File: src/rtl/ptr_au_pkg.sv
package ptr_au_pkg;
    localparam int unsigned AU_DW   = 16;
    localparam int unsigned AU_NREG = 8;

    typedef enum logic [2:0] {
        STEP_HOLD = 3'd0,
        STEP_INC  = 3'd1,
        STEP_DEC  = 3'd2,
        STEP_ADDX = 3'd3,
        STEP_SUBX = 3'd4
    } step_e;

    typedef enum logic [1:0] {
        COND_EQ = 2'd0,
        COND_LT = 2'd1,
        COND_GT = 2'd2,
        COND_NE = 2'd3
    } cond_e;
endpackage

File: src/rtl/ptr_au_step.sv
module ptr_au_step
    import ptr_au_pkg::*;
#(
    parameter int unsigned DW = AU_DW
) (
    input  logic [DW-1:0] cur,
    input  logic [DW-1:0] idx,
    input  logic [2:0]    mode,
    output logic [DW-1:0] nxt
);
    localparam logic [DW-1:0] ONE = DW'(1);

    always_comb begin
        case (mode)
            STEP_INC:  nxt = cur + ONE;
            STEP_DEC:  nxt = cur - ONE;
            STEP_ADDX: nxt = cur + idx;
            STEP_SUBX: nxt = cur - idx;
            default:   nxt = cur;
        endcase
    end
endmodule

File: src/rtl/ptr_au_cmp.sv
module ptr_au_cmp
    import ptr_au_pkg::*;
#(
    parameter int unsigned DW = AU_DW
) (
    input  logic [DW-1:0] lhs,
    input  logic [DW-1:0] rhs,
    input  logic [1:0]    cond,
    output logic          hit
);
    always_comb begin
        case (cond)
            COND_EQ: hit = (lhs == rhs);
            COND_LT: hit = (lhs <  rhs);
            COND_GT: hit = (lhs >  rhs);
            default: hit = (lhs != rhs);
        endcase
    end
endmodule

File: src/rtl/ptr_addr_unit.sv
module ptr_addr_unit
    import ptr_au_pkg::*;
#(
    parameter int unsigned DW   = AU_DW,
    parameter int unsigned NREG = AU_NREG
) (
    input  logic                     clk,
    input  logic                     rst_n,
    input  logic                     acc_en,
    input  logic [2:0]               step_mode,
    input  logic                     sel_load,
    input  logic [$clog2(NREG)-1:0]  sel_new,
    input  logic                     cmp_en,
    input  logic [1:0]               cmp_cond,
    input  logic                     wr_en,
    input  logic [$clog2(NREG)-1:0]  wr_idx,
    input  logic [DW-1:0]            wr_data,
    input  logic [$clog2(NREG)-1:0]  rd_idx,
    output logic [DW-1:0]            rd_data,
    output logic [DW-1:0]            addr_out,
    output logic [$clog2(NREG)-1:0]  sel_q,
    output logic                     flag_q
);
    localparam int unsigned SELW = $clog2(NREG);

    typedef struct packed {
        logic [NREG-1:0][DW-1:0] ptr;
        logic [SELW-1:0]         sel;
        logic                    flag;
    } au_state_t;

    au_state_t st_d, st_q;

    logic [DW-1:0]           cur_ptr;
    logic [DW-1:0]           upd_val;
    logic                    cmp_hit;
    logic [NREG-1:0][DW-1:0] ptr_view;

    assign cur_ptr  = st_q.ptr[st_q.sel];
    assign addr_out = cur_ptr;
    assign rd_data  = st_q.ptr[rd_idx];
    assign sel_q    = st_q.sel;
    assign flag_q   = st_q.flag;
    assign ptr_view = st_q.ptr;

    ptr_au_step #(.DW(DW)) u_step (
        .cur  (cur_ptr),
        .idx  (st_q.ptr[0]),
        .mode (step_mode),
        .nxt  (upd_val)
    );

    ptr_au_cmp #(.DW(DW)) u_cmp (
        .lhs  (cur_ptr),
        .rhs  (st_q.ptr[0]),
        .cond (cmp_cond),
        .hit  (cmp_hit)
    );

    always_comb begin
        st_d = st_q;
        if (acc_en) begin
            st_d.ptr[st_q.sel] = upd_val;
            if (sel_load) begin
                st_d.sel = sel_new;
            end
        end
        if (cmp_en) begin
            st_d.flag = cmp_hit;
        end
        if (wr_en) begin
            st_d.ptr[wr_idx] = wr_data;
        end
    end

    always_ff @(posedge clk or negedge rst_n) begin
        if (!rst_n) begin
            st_q <= '0;
        end else begin
            st_q <= st_d;
        end
    end
endmodule

File: config.mk
export PLATFORM = sky130hd
export DESIGN_NAME = ptr_addr_unit
export DESIGN_NICKNAME = d
export VERILOG_FILES = /design/src/rtl/ptr_au_pkg.sv /design/src/rtl/ptr_au_step.sv /design/src/rtl/ptr_au_cmp.sv /design/src/rtl/ptr_addr_unit.sv
export SDC_FILE = /design/constraint.sdc
export NUM_CORES = 1
export LEC_CHECK = 0
export ABC_AREA = 1
export BUFFER_PORTS_ARGS = -buffer_cell sky130_fd_sc_hd__buf_4
export CORE_MARGIN = 2
export CORE_UTILIZATION = 30
export CTS_CLUSTER_DIAMETER = 150
export DETAILED_ROUTE_END_ITERATION = 7
export PLACE_DENSITY = 0.55
export SLEW_MARGIN = 10
export SYNTH_ARGS = -nofsm -noshare
export SYNTH_HDL_FRONTEND = slang
export SYNTH_HIERARCHICAL = 1
export SYNTH_SLANG_ARGS = --single-unit
File: constraint.sdc
create_clock -name clk -period 2.9 [get_ports clk]
set_clock_uncertainty 0.05 [all_clocks]
set_input_delay 0.29 -clock clk [delete_from_list [all_inputs] [get_ports clk]]
set_output_delay 0.29 -clock clk [all_outputs]
set_load 0.05 [all_outputs]
==> metrics.log <==
[metrics] upper clock frequency limit: between 300 and 400 MHz
[metrics] final critical delay including setup and external delays: between 3 and 4 ns
[metrics] all-layer global routing usage: 0.2362
[metrics] count of cell types in the netlist: between 40 and 50
[metrics] number of antenna violations at the first check in global routing: 0
[metrics] cells taking the most area after synthesis: sky130_fd_sc_hd__dfrtp_1, sky130_fd_sc_hd__nand2_1, sky130_fd_sc_hd__nand3_1
[metrics] worst-case vdd ir drop: 474.0 uV
[metrics] floorplan die width: just under 200 um
[metrics] violated checks: negative setup slack
[metrics] Total Wirelength: around 46,000 um
[metrics] Critical Path Start Type: register
[metrics] total global routing overflow: 0
[metrics] Total Neg Setup Slack: -11.28 ns
[metrics] NumNets Final: ~2,200
[metrics] xor/xnor share of the synthesized area: 0.007679
[metrics] worst rel slew slack: 0.3904
[metrics] flip-flop and latch count after synthesis: between 100 and 150
[metrics] CP required: roughly 3.2 ns
[metrics] placer's final routability congestion estimate: 0.9388
[metrics] CP Max Fanout: 8
[metrics] placeable core area: between 30,000 and 40,000 um2
[metrics] proportion of netlist area held by the largest area contributor: 0.2896
[metrics] io pins: 72
[metrics] Initial Util: 0.3035
[metrics] most common flop cell mapped by yosys: sky130_fd_sc_hd__dfrtp_1
[metrics] clock insertion delay at the later pin of the skew report: between 0.4 and 0.5 ns
[metrics] number of maximum-capacitance violations: 0
[metrics] cell seen most often among critical-path stages: sky130_fd_sc_hd__nand3_1
[metrics] synthesized-area fraction occupied by ao, oa, aoi and oai cells: 0.03269
[metrics] worst hold slack after final layout: between 0.03 and 0.04 ns
[metrics] Area growth, synth to finish: 38.13%
[metrics] final setup violation count: about 90
[metrics] count of antenna-violating nets left after detailed routing: 0
[metrics] count of flip-flops with a built-in enable after synthesis: 0
[metrics] proportion of layout cells with a drive suffix above 1: 0.2658
[metrics] hold violation total from the final report: 0
[metrics] simple-gate share of the synthesized area: 0.5089
[metrics] period utilization: 1.084
[metrics] CTS H-Tree Depth: 4
[metrics] RSZ-0062 raised after global routing: true
[metrics] number of global-route vias before repair: about 13,000
[metrics] transition time at the pin with the least slew margin: between 0.9 and 1 ns
[metrics] wire length of the first global-routing pass: between 70,000 and 80,000 um
[metrics] main combinational cell family by area after synthesis: simple AND/OR/NAND/NOR gates
[metrics] Avg Synthesized Cell Area: about 5.9 um2
[metrics] Iteration-0 DRC Markers: roughly 1,300
[metrics] status: complete, but fails checks
[metrics] Hold Path Class: input port to register
[metrics] Antenna Cells: 0
[metrics] first-pass iteration count of the detailed router: 6
[metrics] adder-cell share of the synthesized area: 0.03686
[metrics] HPWL after detailed placement: around 33,000 um
[metrics] Sink Count: approximately 130
[metrics] slowest library cell on the worst path: sky130_fd_sc_hd__dfrtp_1
[metrics] placed cell area: 14,170 um2
[metrics] number of fillers in the final layout: between 3,000 and 4,000
[metrics] Worst setup EP type: register
[metrics] Post-Synthesis Cells: 1,949
[metrics] critical path data arrival time: roughly 3.4 ns
[metrics] number of buffers added by the clock tree synthesis step: 17
[metrics] share of synthesized registers carrying an async set or reset: 1.000
[metrics] maximum root-to-sink buffer count: 2
[metrics] via count normalized by instance count: 5.006
[metrics] maximum single-stage delay on the critical path: about 0.39 ns
[metrics] Port Buffers: a little over 70
[metrics] clock root buffer master: sky130_fd_sc_hd__clkbuf_16
[metrics] fin. max-slew vios: 0
[metrics] remaining routing DRC violations: 0
[metrics] power per cell area: just under 900 nW/um2
[metrics] cells along the critical path: inv_2 > ha_4 > nand2_4 > nor2_4 > nand2_2 > nor2_4 > nand3_4 > buf_4 > nand3_1 > nand3_1 > inv_2 > ha_4 > a21oi_2 > nand2_2 > a21oi_2 > xor2_1 > o21ai_1 > inv_1 > buf_12 > nand2_1 > nand3_1 > nand2_1
[metrics] CP Class: register to register
[metrics] total power of the final layout: ~14 mW
[metrics] Yosys warnings: 6
[metrics] min setup slack post-route: -0.2430 ns
[metrics] Lkg Pwr: between 8 and 9 nW
[metrics] Reg area: around 3300 um2
[metrics] post-synthesis instance area: around 11,000 um2
[metrics] mean routed wirelength per cell: 17.33 um
[metrics] total nets after synthesis: approximately 2,000
[metrics] Clk pin slew, worst setup/hold paths: ~0.070 ns
[metrics] Non-Filler Cell Area, Final: roughly 16,000 um2
[metrics] total vias in the final route: around 13,000
[metrics] die span in y: 199.0 um
[metrics] die area: between 30,000 and 40,000 um2
[metrics] fraction of synthesized area in multiplexers: 0.0009873
[metrics] fin util: 0.4193
[metrics] TritonCTS clock tree: built
[metrics] Rows: 71
[metrics] maximum number of pins on one net before global-route repair: 65
[metrics] total area of multi-input combinational cells: between 7000 and 8000 um2
[metrics] cell type contributing the most total cell area after synthesis: sky130_fd_sc_hd__dfrtp_1
[metrics] sequential share of the synthesized area: 0.2896
==> path summary, 6_finish.rpt <==
path / slack [ns] / endpoint / cells after the start / from
max: -0.24 / ptr_view[123]$_DFF_PN0_ / 22 / ptr_view[1]$_DFF_PN0_
min: 0.04 / sel_q[0]$_DFFE_PN0P_ / 3 / sel_new[0]
max reg2reg: -0.24 / ptr_view[123]$_DFF_PN0_ / 22 / ptr_view[1]$_DFF_PN0_
min reg2reg: 0.50 / flag_q$_DFFE_PN0P_ / 1 / flag_q$_DFFE_PN0P_
max in group asynchronous: 1.66 / ptr_view[82]$_DFF_PN0_ / 3 / rst_n
min in group asynchronous: 0.38 / ptr_view[94]$_DFF_PN0_ / 2 / rst_n
==> critical path: cells and delay by family, from the launching register on <==
family	cells	cell delay (ns)
simple gates	11	1.02
flops	1	0.39
xor+xnor	1	0.22
buf+inv	5	0.58
fa+ha+maj	2	0.36
compound gates	3	0.40
==> final cells by class <==
type | count | share of cell area
clock inverter | 14 | 0.01191
clock buffer | 18 | 0.02724
inverter | 241 | 0.06107
tap | 511 | 0.04058
sequential | 132 | 0.2102
multi-input combinational | 1463 | 0.4851
timing repair buffer | 303 | 0.1638
==> cell families (layout without fill, tap and decap cells) <==
group                    Yosys count  count (layout)
adder cells (fa/ha/maj)           33              33
flip-flops                       132             132
buffers and inverters            354             576
multiplexers                       1               1
XOR/XNOR                          10              10
AO/OA/AOI/OAI                     63              63
AND/OR/NAND/NOR                 1356            1356
==> per-stage QoR <==
| stage | setup slack, ns | instances |
|---|---|---|
| after detailed placement | -0.4020 | 2628 |
| after global routing | -0.3998 | 2682 |
| final | -0.2430 | 2682 |
| after CTS | -0.1911 | 2677 |
| after floorplan | -0.5318 | 1949 |
| after global placement | -0.3488 | 2628 |
==> registers in the layout, indices dropped and copies added (netlist names) <==
register and flops:
ptr_view 128, sel_q 3, flag_q 1
==> metal layers <==
metal	GRT usage	vias up	routed length, um	share of wire
met2	0.3836	526	21500	0.46
li1	-	6520	-	-
met3	0.03238	59	2843	0.061
met4	0.05832	0	825	0.018
met5	0	-	0	0
met1	0.3300	6320	21300	0.46
==> timing repair <==
action,4_1_cts,5_1_grt
pin swaps,62,68
endpoints found under the setup margin,97,113
hold buffers,1,0
resized for setup,94,100
buffers inserted,15,5
hold endpoints to repair,61,0
cloned,1,0
==> synthesized netlist by cell type (3+ instances only) <==
cell type	n
sky130_fd_sc_hd__nand2_2	8
sky130_fd_sc_hd__nor2_1	29
sky130_fd_sc_hd__nand3_1	399
sky130_fd_sc_hd__nand3_2	4
sky130_fd_sc_hd__inv_2	12
sky130_fd_sc_hd__nor3_1	3
sky130_fd_sc_hd__dfrtp_1	132
sky130_fd_sc_hd__clkbuf_1	57
sky130_fd_sc_hd__xnor2_1	4
sky130_fd_sc_hd__nor2_2	14
sky130_fd_sc_hd__buf_2	41
sky130_fd_sc_hd__xor2_1	6
sky130_fd_sc_hd__o211ai_1	3
sky130_fd_sc_hd__inv_1	228
sky130_fd_sc_hd__nor2_4	4
sky130_fd_sc_hd__nand3b_1	4
sky130_fd_sc_hd__o21ai_1	6
sky130_fd_sc_hd__ha_1	32
sky130_fd_sc_hd__buf_4	3
sky130_fd_sc_hd__nand4_1	20
sky130_fd_sc_hd__nand2_1	865
sky130_fd_sc_hd__o21ai_0	18
sky130_fd_sc_hd__buf_1	10
sky130_fd_sc_hd__a21oi_1	22
==> where the power goes <==
part / internal, mW / switching [mW]
registers: 2.55 / 0.245
clock network: 1.43 / 0.922
logic: 3.34 / 5.20
total: 7.32 / 6.37
==> cells in the final DEF, fill, tap and decap left out, types with 19 or more instances in the layout <==
| cell type | instances |
|---|---|
| sky130_fd_sc_hd__inv_1 | 202 |
| sky130_fd_sc_hd__inv_2 | 27 |
| sky130_fd_sc_hd__buf_12 | 19 |
| sky130_fd_sc_hd__nand2_2 | 30 |
| sky130_fd_sc_hd__nand3_2 | 83 |
| sky130_fd_sc_hd__dfrtp_1 | 129 |
| sky130_fd_sc_hd__nand3_1 | 317 |
| sky130_fd_sc_hd__nand4_1 | 20 |
| sky130_fd_sc_hd__buf_4 | 273 |
| sky130_fd_sc_hd__nand2_1 | 834 |
| sky130_fd_sc_hd__nor2_1 | 23 |
Note: power is estimated with default switching activity, not from simulation.
